==> config.mk <==
export PLATFORM = sky130hd
export DESIGN_NAME = err_cnt_bank
export DESIGN_NICKNAME = d
export VERILOG_FILES = /design/src/rtl/err_cnt_pkg.sv /design/src/rtl/sat_counter.sv /design/src/rtl/latch_ctrl.sv /design/src/rtl/err_cnt_bank.sv
export SDC_FILE = /design/constraint.sdc
export NUM_CORES = 1
export LEC_CHECK = 0
export BUFFER_PORTS_ARGS = -buffer_cell sky130_fd_sc_hd__buf_2
export CORE_AREA = 2 2 111 156
export DETAILED_ROUTE_END_ITERATION = 7
export DIE_AREA = 0 0 113 158
export PLACE_DENSITY = 0.83
export SYNTH_ARGS = -nofsm -noshare
export SYNTH_HDL_FRONTEND = slang
export SYNTH_SLANG_ARGS = --single-unit
==> constraint.sdc <==
create_clock -name clk_i -period 1.8 [get_ports clk_i]
set_input_delay 0.18 -clock clk_i [delete_from_list [all_inputs] [get_ports clk_i]]
set_output_delay 0.18 -clock clk_i [all_outputs]
set_load 0.01 [all_outputs]
==> src/rtl/err_cnt_pkg.sv <==
package err_cnt_pkg;
  parameter int unsigned CNT_W  = 16;
  parameter int unsigned N_MAIN = 5;
  parameter int unsigned MF_W   = 6;
  parameter int unsigned COFA_W = 2;
  localparam int unsigned COMBO_W = MF_W + COFA_W;
  localparam int unsigned N_DIS   = N_MAIN + 1;
  localparam int unsigned IDX_FEC = 0;
endpackage

==> src/rtl/sat_counter.sv <==
module sat_counter #(
  parameter int unsigned W = 16
) (
  input  logic         clk_i,
  input  logic         rst_ni,
  input  logic         en_i,
  input  logic         inc_i,
  input  logic         clr_i,
  output logic [W-1:0] cnt_o,
  output logic [W-1:0] buf_o
);
  localparam logic [W-1:0] MAX = '1;

  logic [W-1:0] cnt_q, buf_q;
  logic         hit;

  assign hit = en_i & inc_i;

  always_ff @(posedge clk_i or negedge rst_ni) begin
    if (!rst_ni) begin
      cnt_q <= '0;
      buf_q <= '0;
    end else if (clr_i) begin
      buf_q <= cnt_q;
      cnt_q <= {{(W-1){1'b0}}, hit};
    end else if (hit && cnt_q != MAX) begin
      cnt_q <= cnt_q + 1'b1;
    end
  end

  assign cnt_o = cnt_q;
  assign buf_o = buf_q;

  AST_NO_OVERFLOW: assert property (@(posedge clk_i) disable iff (!rst_ni)
    (cnt_q == MAX && !clr_i) |=> cnt_q == MAX);
  AST_CLEAR_KEEPS_EVENT: assert property (@(posedge clk_i) disable iff (!rst_ni)
    (clr_i && hit) |=> cnt_q == {{(W-1){1'b0}}, 1'b1});
  AST_CLEAR_COPIES: assert property (@(posedge clk_i) disable iff (!rst_ni)
    clr_i |=> buf_q == $past(cnt_q));
  AST_DIS_HOLD: assert property (@(posedge clk_i) disable iff (!rst_ni)
    (!en_i && !clr_i) |=> $stable(cnt_q));
endmodule

==> src/rtl/latch_ctrl.sv <==
module latch_ctrl (
  input  logic clk_i,
  input  logic rst_ni,
  input  logic ondemand_i,
  input  logic sec_tick_i,
  input  logic req_i,
  output logic latch_o,
  output logic busy_o
);
  logic busy_q;

  assign latch_o = ondemand_i ? (req_i & ~busy_q) : sec_tick_i;

  always_ff @(posedge clk_i or negedge rst_ni) begin
    if (!rst_ni) busy_q <= 1'b0;
    else         busy_q <= latch_o & ondemand_i;
  end

  assign busy_o = busy_q;

  AST_BUSY_ONE_CYCLE: assert property (@(posedge clk_i) disable iff (!rst_ni)
    busy_q |=> !busy_q);
  AST_BUSY_AFTER_REQ: assert property (@(posedge clk_i) disable iff (!rst_ni)
    (ondemand_i && req_i && !busy_q) |=> busy_q);
  AST_NO_BUSY_TICK_MODE: assert property (@(posedge clk_i) disable iff (!rst_ni)
    !ondemand_i |=> !busy_q);
endmodule

==> src/rtl/err_cnt_bank.sv <==
module err_cnt_bank
  import err_cnt_pkg::*;
(
  input  logic                      clk_i,
  input  logic                      rst_ni,
  input  logic [N_MAIN-1:0]         evt_i,
  input  logic                      mf_async_i,
  input  logic                      cofa_i,
  input  logic                      sev_err_i,
  input  logic                      fec_mode_i,
  input  logic [N_DIS-1:0]          dis_i,
  input  logic                      ondemand_i,
  input  logic                      sec_tick_i,
  input  logic                      req_i,
  output logic                      busy_o,
  output logic [N_MAIN*CNT_W-1:0]   buf_o,
  output logic [COMBO_W-1:0]        buf_combo_o
);
  logic              latch;
  logic [N_MAIN-1:0] inc;
  logic [CNT_W-1:0]  cnt [N_MAIN];
  logic [MF_W-1:0]   mf_cnt;
  logic [COFA_W-1:0] cofa_cnt;

  latch_ctrl u_ctrl (
    .clk_i      (clk_i),
    .rst_ni     (rst_ni),
    .ondemand_i (ondemand_i),
    .sec_tick_i (sec_tick_i),
    .req_i      (req_i),
    .latch_o    (latch),
    .busy_o     (busy_o)
  );

  // frame bit error suppressed by a coincident severe error only in mode 1
  always_comb begin
    inc = evt_i;
    inc[IDX_FEC] = evt_i[IDX_FEC] & ~(fec_mode_i & sev_err_i);
  end

  for (genvar k = 0; k < N_MAIN; k++) begin : g_main
    sat_counter #(.W(CNT_W)) u_cnt (
      .clk_i  (clk_i),
      .rst_ni (rst_ni),
      .en_i   (~dis_i[k]),
      .inc_i  (inc[k]),
      .clr_i  (latch),
      .cnt_o  (cnt[k]),
      .buf_o  (buf_o[k*CNT_W +: CNT_W])
    );
  end

  sat_counter #(.W(MF_W)) u_mf (
    .clk_i  (clk_i),
    .rst_ni (rst_ni),
    .en_i   (~dis_i[N_MAIN]),
    .inc_i  (mf_async_i),
    .clr_i  (latch),
    .cnt_o  (mf_cnt),
    .buf_o  (buf_combo_o[COMBO_W-1:COFA_W])
  );

  sat_counter #(.W(COFA_W)) u_cofa (
    .clk_i  (clk_i),
    .rst_ni (rst_ni),
    .en_i   (~dis_i[N_MAIN]),
    .inc_i  (cofa_i),
    .clr_i  (latch),
    .cnt_o  (cofa_cnt),
    .buf_o  (buf_combo_o[COFA_W-1:0])
  );

  AST_FEC_SUPPRESS: assert property (@(posedge clk_i) disable iff (!rst_ni)
    (fec_mode_i && sev_err_i && !latch) |=> $stable(cnt[IDX_FEC]));
  AST_FEC_COUNT: assert property (@(posedge clk_i) disable iff (!rst_ni)
    (!fec_mode_i && evt_i[IDX_FEC] && !dis_i[IDX_FEC] && !latch
     && cnt[IDX_FEC] != '1) |=> cnt[IDX_FEC] == $past(cnt[IDX_FEC]) + 1'b1);
  AST_FIELDS_APART: assert property (@(posedge clk_i) disable iff (!rst_ni)
    (!mf_async_i && !latch) |=> $stable(mf_cnt));
  AST_COFA_SAT: assert property (@(posedge clk_i) disable iff (!rst_ni)
    (cofa_cnt == '1 && !latch) |=> cofa_cnt == '1);
endmodule

* Word-level counts from Yosys, hierarchy flattened
Index checks and enable logic that the tools add are counted.
** Operators by class
- $add $sub $neg :: 7
- Equal/unequal tests :: 7
- Mux-type cells :: 15
- Bitwise gates (word level) :: 19
- Reductions and logical operators :: 14
** Operators with widths (count)
- 16-bit two-way mux :: 10
- 16-bit by 1-bit adder with 16-bit output, second input constant :: 5
- 16-bit != test, second input constant :: 5
- 2-bit nonzero test :: 7
- 6-bit two-way mux :: 2
- 1-bit AND :: 11
- 1-bit NOT :: 8
- 1-bit logical AND :: 7
- 6-bit by 1-bit adder with 6-bit output, second input constant :: 1
- 6-bit != test, second input constant :: 1
- 2-bit two-way mux :: 2
- 2-bit by 1-bit adder with 2-bit output, second input constant :: 1
- 2-bit != test, second input constant :: 1
- 1-bit two-way mux :: 1
** Storage, ports and cells
- Flip-flop bits (word level) :: 177
- Bits of input ports :: 20
- Output and inout port bits :: 89

* Logic depth before layout (Yosys ltp)
Gate-level depths: netlist (run 1).
- Depth after elaboration :: 7
- Depth in mapped cells :: 8

* Modules after synthesis
From an unflattened synthesis (run 1), not the netlist that was laid out.
** Second synthesis, totals
- Cells, all modules :: 760
- Area, all modules :: 8483.1 sq um
** By module, submodules not included
- sat_counter at g_main[0].u_cnt ... :: times used 5, cells an instance 137, area each 1526.5 sq um
- sat_counter at u_mf :: times used 1, cells an instance 49, area each 584.3 sq um
- sat_counter at u_cofa :: times used 1, cells an instance 14, area each 190.2 sq um
- latch_ctrl :: times used 1, cells an instance 5, area each 42.5 sq um
- err_cnt_bank :: times used 1, cells an instance 7, area each 33.8 sq um

* Least setup slack after synthesis (run 1)
Ideal clock, no wire load.
- Path type :: register -> register
- Start point :: reg g_main[3].u_cnt.cnt_q[0]
- End point :: reg g_main[3].u_cnt.cnt_q[2]
- Setup time :: 0.078 ns
- Arrival :: 1.810 ns
- Data required time :: 1.722 ns
- Setup slack :: -0.088 ns
- Stages on the path, launching flop included :: 8
- Buffers on the path :: 2
- Cells stage by stage :: dfrtp_1 -> ha_1 -> and4_1 -> clkbuf_1 -> and4_1 -> clkbuf_1 -> or4_1 -> a21oi_1
** Between the ends
- Longest elaborated chain between the ends :: 3
** Ends and longest elaborated chain
- start, declared :: line sat_counter.sv:14 : logic [W-1:0] cnt_q, buf_q;
- start signal, assigned :: line sat_counter.sv:25 : cnt_q <= {{(W-1){1'b0}}, hit};
- start signal, assigned :: line sat_counter.sv:27 : cnt_q <= cnt_q + 1'b1;
- 16-bit by 1-bit adder with 16-bit output or 16-bit != test (tied branches) :: line sat_counter.sv:27, sat_counter.sv:26
- 16-bit two-way mux or 1-bit logical AND (tied branches) :: line sat_counter.sv:26 : end else if (hit && cnt_q != MAX) begin
- 16-bit two-way mux or 2-bit nonzero test (tied branches)
Parallel ways exist; a longest one is shown, timed or not. The select of a mux whose other input is x is not followed.
A chain may end at the register's enable or synchronous reset.

* Final worst setup path (run 1)
- Start point :: reg g_main[3].u_cnt.cnt_q[3]
- End point :: reg g_main[3].u_cnt.cnt_q[15]
Same word-level chain as after synthesis.

==> out/qor.yml, run 1 <==
setup_violations: 0
endpoint: "g_main[3].u_cnt.cnt_o[15]"
async_reset_ff_frac: 1.00
boundaryPins: 109
hold_path_class: "in2reg"
diodes: 0
p_leak_nw: 5.15
ant_nets: 0
synth_edf_count: 0
syn_area_per_cell_sq_um: 9.09
die_w_um: 113
failed_checks: "DRC"
core_area_sq_um: 16500
dp_slack_ps: -116
max_slew_margin: 0.566
synth-simple-area-share: 0.289
post-route-util: 0.636
ys_types: 51
cp-startpoint: "g_main[3].u_cnt.cnt_o[3]"
die-area_sq_um: 17900
detailed_place_hpwl_mm: 13.6
rrSetupSlack_ps: 9
fmax_mhz: 558
fin_setup_tns_ps: 0
drc_errors: 7
period_share: 0.995
min-delay-start: "dis_i[5]"
row_count: 56
numPortBuffers: 108
cts_buffers: 17
die_h_um: 158
grt_pass1_wl_mm: 33.4
stdcell_area_sq_um: 10500
final_common_cell: "nand2_1"
ir_drop_mv: 0.582
path_buf_inv: 2
maxCapViolations: 0
syn-num-nets: 949
r2r.worst_path.cells: 6
first_pass_iters: 7
finalHoldViolations: 0
period_needed_ps: 1790
synth_top_area_cell: "dfrtp_1"
cpPeakStageDelay_ps: 430
netlist_area_sq_um: 8380
cts_num_sinks: 177
grt_overflow: 0
r2r-start: "g_main[3].u_cnt.cnt_o[3]"
syn_inst: 922
synth_top_flop_cell: "dfrtp_1"
critical-path-slowest-cell: "dfrtp_1"
ys_ff_latch: 177
crit_type: "reg2reg"
layout_common_cells: "nand2_1 (294), dfrtp_1 (173), buf_2 (107)"
finalMaxSlewViolations: 0
synth-adder-area-share: 0.0105
layout_setup_ws_ps: 9.26
cp-start-kind: "flip-flop"
synth_xor_xnor_area_share: 0.00314
cp_top_family: "compound AO/OA/AOI/OAI gates"
synth_top_family_by_area: "simple AND/OR/NAND/NOR gates"
cts-root-buf: "clkbuf_16"
cp_num_cells: 6
area_growth_pct: 25.6
wl_per_cell_um: 15.5
rr_endpoint: "g_main[3].u_cnt.cnt_o[15]"
h-tree-depth: 4
dpl-instance-area_sq_um: 9700
nNetsFinal: 1117
place_congestion: 0.858
crit_path_end_kind: "flip-flop"
synth_top_area_frac: 0.529
clk_latency_ps: 430
post_drt_via_cell_ratio: 5.79
grt_setup_unrepaired: "true"
finalWirelength_mm: 20.3
cts_tree: "built"
antenna_found_initial: 0
drive_above_1_share: 0.235
path_clk_slew_ps: 70
synthMuxAreaShare: 0.0157
pwr_density_cell_nw_per_um2: 849
netlist_top_cells_area: "dfrtp_1 (53%), nand2_1 (13%), a21oi_1 (2.7%)"
worstPathArrival_ps: 2090
status: "complete, but fails checks"
ctsLongestPathBuffers: 2
whs_ps: 92.6
drt_iter0_markers: 542
initial_utilization: 0.507
grt_max_degree: 63
cp_max_fo: 8
grt_pass1_vias: 7174
synth_compound_area_frac: 0.125
path_cells: "and4_1, nand4_1, buf_4, buf_4, o41ai_1, a21oi_1"
via_count: 7561
yosysSeqAreaShare: 0.529
critPathRequiredTime_ps: 2100
fin_skew_ps: 7.06
path_common_cell: "buf_4"
track_usage: 0.229
ys_warn_count: 0
max_slew.worst_pin.slew_ps: 641
-- sequential cells by signal (all words and copies together), names as in the netlist --
register / flops
g_main.u_cnt.buf_o: 80
g_main.u_cnt.cnt_o: 80
u_mf.buf_o: 6
u_mf.cnt_o: 6
u_cofa.buf_o: 2
u_cofa.cnt_o: 2
u_ctrl.busy_o: 1
-- layout make-up --
cell class              instances  area (sq um)
inverters                      11          41.3
fillers                      1354          6010
clock buffers                  19           433
flip-flops and latches        177          4430
well taps                     203           254
repair buffers                198          1340
multi-input cells             685          3810
clock inverters                13           209
-- how the worst min path moves through the flow --
stage	cells after the start	end
after detailed placement	1	u_mf.buf_o[4]
after floorplan	0	g_main[0].u_cnt.buf_o[0]
after CTS	4	u_cofa.cnt_o[0]
final	4	u_cofa.cnt_o[0]
after global placement	1	u_mf.buf_o[3]
after global routing	4	g_main[4].u_cnt.cnt_o[2]
-- per-stage QoR --
stage | cells | total power, mW
after CTS | 1297 | 8.98
final | 1306 | 8.93
after global placement | 1262 | 4.92
after global routing | 1306 | 9.24
after detailed placement | 1262 | 4.95
after floorplan | 922 | 4.58
-- cells in the mapped netlist (all sizes together), types with 7 or more instances --
library cell / n
nand2: 296
dfrtp: 177
a21oi: 46
clkbuf: 35
nand3: 31
o21ai: 30
or4: 29
o31ai: 26
or3: 24
nand4: 21
nor3: 17
o211ai: 17
nor2: 16
buf: 14
and4: 13
mux2i: 12
nor4: 12
inv: 11
and3: 9
nor2b: 9
a31oi: 7
ha: 7
-- worst min-delay path, delay by kind of cell --
family / cells / cell delay [ps]
simple gates: 1 / 50
compound gates: 2 / 160
buf+inv: 1 / 90
-- timing repair --
action / 4_1_cts / 5_1_grt
buffers inserted: 2 / 9
pin swaps: 0 / 5
hold endpoints to repair: 36 / 0
hold buffers: 1 / 0
endpoints found under the setup margin: 11 / 31
cloned: 0 / 0
gates resized for setup: 7 / 20
-- report_power, final --
part	switching [mW]	internal [mW]
clock network	1.56	2.47
registers	0.0838	4.09
logic	0.453	0.275
-- cells by family (layout without fill, tap and decap cells) --
kind of cell | count (synthesis) | after routing
XOR/XNOR | 3 | 3
buffers and inverters | 60 | 241
AO/OA/AOI/OAI | 161 | 161
multiplexers | 13 | 13
flip-flops | 177 | 177
AND/OR/NAND/NOR | 501 | 501
adder cells (fa/ha/maj) | 7 | 7
-- routing by layer --
metal  share of wire  wire length, um  vias to the layer above  global-route usage
met2            0.52            10500                      230               0.404
met4           0.016              322                        0              0.0813
met5               0                0                        -                   0
met3           0.052             1050                       29              0.0444
li1                -                -                     3632                   -
met1            0.42             8410                     3670               0.280
Note: power is estimated with default switching activity, not from simulation.
==> inputs of run 2 (changes only) <==
SETUP_SLACK_MARGIN = 0.1   (was not set)
==> run 2 against run 1 <==
  * The run still ends with DRC left
  * Core utilization increased by 2.3 points
  * Register-to-register slack improved by 80 ps
  * First-iteration DRC count decreased by 25%
  * Clock power decreased by 11%
  * Hold slack improved by 6.9 ps
  * Total power decreased by 3.9%
  * Routed wire length increased by 5.9%
  * Sequential power about the same
  * Design area increased by 3.5%
==> out/qor.yml, run 2 (same netlist as run 1, synthesis figures left out) <==
status: "complete, but fails checks"
failed_checks: "DRC"
h-tree-depth: 4
row_count: 56
p_leak_nw: 5.29
met3_usage: 0.0494
ant_nets: 0
cts_tree: "built"
cp-startpoint: "g_main[4].u_cnt.cnt_o[0]"
finalHoldViolations: 0
cp-start-kind: "flip-flop"
place_congestion: 0.892
use_met2: 0.401
total_power_mw: 8.58
hold_path_class: "in2reg"
path_clk_slew_ps: 70
final_common_cell: "nand2_1"
grt_max_degree: 56
wl_per_cell_um: 16.1
diodes: 0
cts_num_sinks: 177
die_w_um: 113
worstPathArrival_ps: 2030
nNetsFinal: 1147
via_count: 7789
whs_ps: 99.5
max_slew_margin: 0.485
finalWirelength_mm: 21.5
num-fill-cells: 1265
area_growth_pct: 30.0
gr-usage-met1: 0.278
grt_setup_unrepaired: "true"
critPathRequiredTime_ps: 2130
ir_drop_mv: 0.393
detailed_place_hpwl_mm: 13.9
maxCapViolations: 0
endpoint: "g_main[4].u_cnt.cnt_o[13]"
antenna_found_initial: 0
cp_max_fo: 8
placed_cells: 1262
setup_violations: 0
boundaryPins: 109
die_h_um: 158
post-route-util: 0.659
r2r.worst_path.cells: 5
grt_overflow: 0
dpl-instance-area_sq_um: 9650
die-area_sq_um: 17900
grt_pass1_vias: 7290
clk_latency_ps: 430
core_area_sq_um: 16500
cts_buffers: 17
busiest_layer: "met2"
crit_path_end_kind: "flip-flop"
min-delay-start: "dis_i[5]"
ctsLongestPathBuffers: 2
post_drt_via_cell_ratio: 5.84
max_slew.worst_pin.slew_ps: 771
rrSetupSlack_ps: 90
fin_skew_ps: 10.1
stdcell_area_sq_um: 10900
initial_utilization: 0.507
pwr_density_cell_nw_per_um2: 787
r2r-start: "g_main[4].u_cnt.cnt_o[0]"
drive_above_1_share: 0.299
drt_iter0_markers: 408
numPortBuffers: 108
fmax_mhz: 586
dp_slack_ps: -74.9
track_usage: 0.230
crit_type: "reg2reg"
rr_endpoint: "g_main[4].u_cnt.cnt_o[13]"
grt_pass1_wl_mm: 33.6
layout_common_cells: "nand2_1 (292), dfrtp_1 (166), buf_4 (110)"
period_needed_ps: 1710
period_share: 0.948
first_pass_iters: 8
cts-root-buf: "clkbuf_16"
finalMaxSlewViolations: 0
layout_setup_ws_ps: 93.5
fin_setup_tns_ps: 0
fin_cells: 1334
drc_errors: 5
## run 2: worst min path at each step
| stage | cells after the start | end |
|---|---|---|
| 6_report | 4 | u_cofa.cnt_o[0] |
| 5_1_grt | 2 | u_ctrl.busy_o |
| 4_1_cts | 4 | g_main[4].u_cnt.cnt_o[2] |
| 3_5_place_dp | 1 | g_main[3].u_cnt.cnt_o[5] |
| 3_3_place_gp | 1 | g_main[3].u_cnt.cnt_o[5] |
| 2_1_floorplan | 0 | g_main[0].u_cnt.buf_o[0] |
## run 2: cell type report
| class | instances | area, sq um | area share |
|---|---|---|---|
| clock buffer | 17 | 425 | 0.0390 |
| inverter | 11 | 41.3 | 0.00379 |
| sequential | 177 | 4440 | 0.408 |
| clock inverter | 13 | 140 | 0.0129 |
| tap | 203 | 254 | 0.0233 |
| timing repair buffer | 228 | 1540 | 0.141 |
| multi-input combinational | 685 | 4050 | 0.372 |
## run 2: per-layer routing
| layer | vias up | part of all wire |
|---|---|---|
| met5 | - | 0 |
| met4 | 0 | 0.023 |
| met3 | 40 | 0.045 |
| met2 | 229 | 0.53 |
| met1 | 3842 | 0.41 |
| li1 | 3678 | - |
## run 2: report_power, final
part | total [mW] | internal (mW) | switching, mW
registers | 4.18 | 4.09 | 0.0913
clock network | 3.60 | 2.03 | 1.57
logic | 0.804 | 0.319 | 0.485
total | 8.58 | 6.43 | 2.15
## run 2: what timing repair did
action                                  4_1_cts  5_1_grt
endpoints found under the hold margin        49        0
buffers inserted                             17       24
pin swaps                                     9       39
endpoints found under the setup margin       32       64
resized for setup                            18       71
gates cloned                                  0        1
hold buffers                                  1        0
## run 2: critical path, stage by stage (launching register included)
cell	delay, ps
dfrtp_1	430
nand2_1	160
or3_4	410
buf_4	160
o31a_1	270
o21a_1	180
==> inputs of run 3 (changes only) <==
--- a/config.mk
+++ b/config.mk
@@ -11,2 +11,3 @@
 export DIE_AREA = 0 0 113 158
+export HOLD_SLACK_MARGIN = 0.08
 export PLACE_DENSITY = 0.83
==> constraint.sdc (replaced) <==
create_clock -name clk_i -period 1.8 [get_ports clk_i]
set_input_delay 0.36 -clock clk_i [delete_from_list [all_inputs] [get_ports clk_i]]
set_output_delay 0.36 -clock clk_i [all_outputs]
set_load 0.01 [all_outputs]
==> run 3 against run 2 <==
  * Clock power is 14% higher
  * The run still ends with DRC left
  * Non-clock buffer count is 9 lower
  * Fmax shrank 2.1%
  * Die area is the same
  * First-iteration DRC count grew 17%
  * Hold slack gained 170 ps
  * Design area up 0.42%
  * Sequential cell count stayed put
  * Total power grew 6.3%
  * Core utilization rose by 0.28 points
  * Global-route usage grew 1.2 points
  * Combinational power rose by 5.1%
==> out/qor.yml, run 3 (same netlist as run 1, synthesis figures left out) <==
hold_path_class: "in2reg"
numPortBuffers: 108
track_usage: 0.242
rrSetupSlack_ps: 60
status: "complete, but fails checks"
die_w_um: 113
setup_violations: 0
cp_num_cells: 6
grt_overflow: 0
first_pass_iters: 7
worstPathArrival_ps: 2100
fin_skew_ps: 4.53
layout_setup_ws_ps: 56.4
grt_setup_unrepaired: "true"
place_congestion: 0.896
regArea_sq_um: 4450
maxCapViolations: 0
max_slew.worst_pin.slew_ps: 499
cp_max_fo: 7
path_clk_slew_ps: 60
r2r.worst_path.cells: 6
multi_input_area_sq_um: 3990
cp-start-kind: "flip-flop"
path_common_cell: "buf_6"
grt_pass1_wl_mm: 34.9
drt_iter0_markers: 479
r2r-start: "g_main[3].u_cnt.cnt_o[1]"
diodes: 0
critical-path-slowest-cell: "or4_4"
nNetsFinal: 1140
crit_path_end_kind: "flip-flop"
failed_checks: "DRC"
finalMaxSlewViolations: 0
cpPeakStageDelay_ps: 480
cts_buffers: 17
core_area_sq_um: 16500
post-route-util: 0.662
finalWirelength_mm: 22.2
cts_tree: "built"
wl_per_cell_um: 16.7
period_share: 0.969
initial_utilization: 0.507
boundaryPins: 109
detailed_place_hpwl_mm: 14.1
max_slew_margin: 0.667
clk_latency_ps: 430
crit_type: "reg2reg"
pwr_density_cell_nw_per_um2: 834
h-tree-depth: 4
finalHoldViolations: 0
ctsLongestPathBuffers: 2
cp-startpoint: "g_main[3].u_cnt.cnt_o[1]"
period_needed_ps: 1740
path_buf_inv: 2
critPathRequiredTime_ps: 2150
final_common_cell: "nand2_1"
p_leak_nw: 5.28
via_count: 7882
layout_common_cells: "nand2_1 (293), dfrtp_1 (164), buf_2 (107)"
ir_drop_mv: 0.485
antenna_found_initial: 0
drive_above_1_share: 0.292
drc_errors: 5
path_cells: "buf_6, and4_4, nand4_1, buf_6, or4_4, a21oi_2"
cts-root-buf: "clkbuf_16"
grt_max_degree: 55
num-fill-cells: 1286
die_h_um: 158
ant_nets: 0
endpoint: "g_main[3].u_cnt.cnt_o[11]"
fmax_mhz: 574
area_growth_pct: 30.6
post_drt_via_cell_ratio: 5.94
cp_top_family: "simple AND/OR/NAND/NOR gates"
cts_num_sinks: 177
row_count: 56
grt_pass1_vias: 7394
dp_slack_ps: -63.4
rr_endpoint: "g_main[3].u_cnt.cnt_o[11]"
die-area_sq_um: 17900
==> run 3: repair_timing <==
item,CTS,global route
hold endpoints to repair,38,0
resized for setup,22,59
setup buffers,8,20
pin swaps,6,31
endpoints found under the setup margin,32,52
hold buffers,1,0
cloned,0,4
==> run 3: worst min-delay path, delay by kind of cell <==
kind	cells	cell delay [ps]
AND/OR/NAND/NOR	2	120
AO/OA/AOI/OAI	1	100
buffers and inverters	1	90
==> run 3: report_power, final <==
group	switching, mW	leakage, nW	internal [mW]
registers	0.0764	2.42	4.09
clock network	1.52	0.317	2.60
logic	0.505	2.54	0.340
total	2.10	5.28	7.02
==> run 3: how the worst min path moves through the flow <==
| stage | startpoint | endpoint | slack (ps) | depth (start not counted) |
|---|---|---|---|---|
| floorplan | rst_ni | g_main[0].u_cnt.buf_o[0] | 60 | 0 |
| global placement | rst_ni | g_main[3].u_cnt.cnt_o[4] | 340 | 1 |
| detailed placement | rst_ni | g_main[3].u_cnt.cnt_o[4] | 350 | 1 |
| CTS | dis_i[4] | g_main[4].u_cnt.cnt_o[2] | 250 | 4 |
| global route | dis_i[4] | g_main[4].u_cnt.cnt_o[2] | 300 | 4 |
| finish | dis_i[4] | g_main[4].u_cnt.cnt_o[2] | 270 | 4 |
==> run 3: area by class of cell <==
type                       instances  area share
inverter                          11     0.00377
multi-input combinational        687       0.364
clock buffer                      21      0.0439
clock inverter                     9      0.0164
tap                              203      0.0232
timing repair buffer             219       0.142
sequential                       177       0.406
==> run 3: stage by stage <==
stage | instances | total power, mW | hold WS (ps) | setup TNS, ps | area [sq um]
2_1_floorplan | 922 | 4.59 | 64.4 | 0 | 8430
3_3_place_gp | 1264 | 4.96 | 337 | -54.3 | 9730
3_5_place_dp | 1264 | 4.98 | 351 | -160 | 9730
4_1_cts | 1303 | 9.13 | 245 | 0 | 10500
5_1_grt | 1327 | 9.44 | 295 | -2.35 | 10900
6_report | 1327 | 9.12 | 271 | 0 | 10900
==> run 3: metal layers <==
metal | vias up | wire (um) | GRT usage
li1 | 3681 | - | -
met1 | 3860 | 8900 | 0.284
met2 | 287 | 11500 | 0.434
met3 | 54 | 1120 | 0.0364
met4 | 0 | 623 | 0.114
met5 | - | 0 | 0
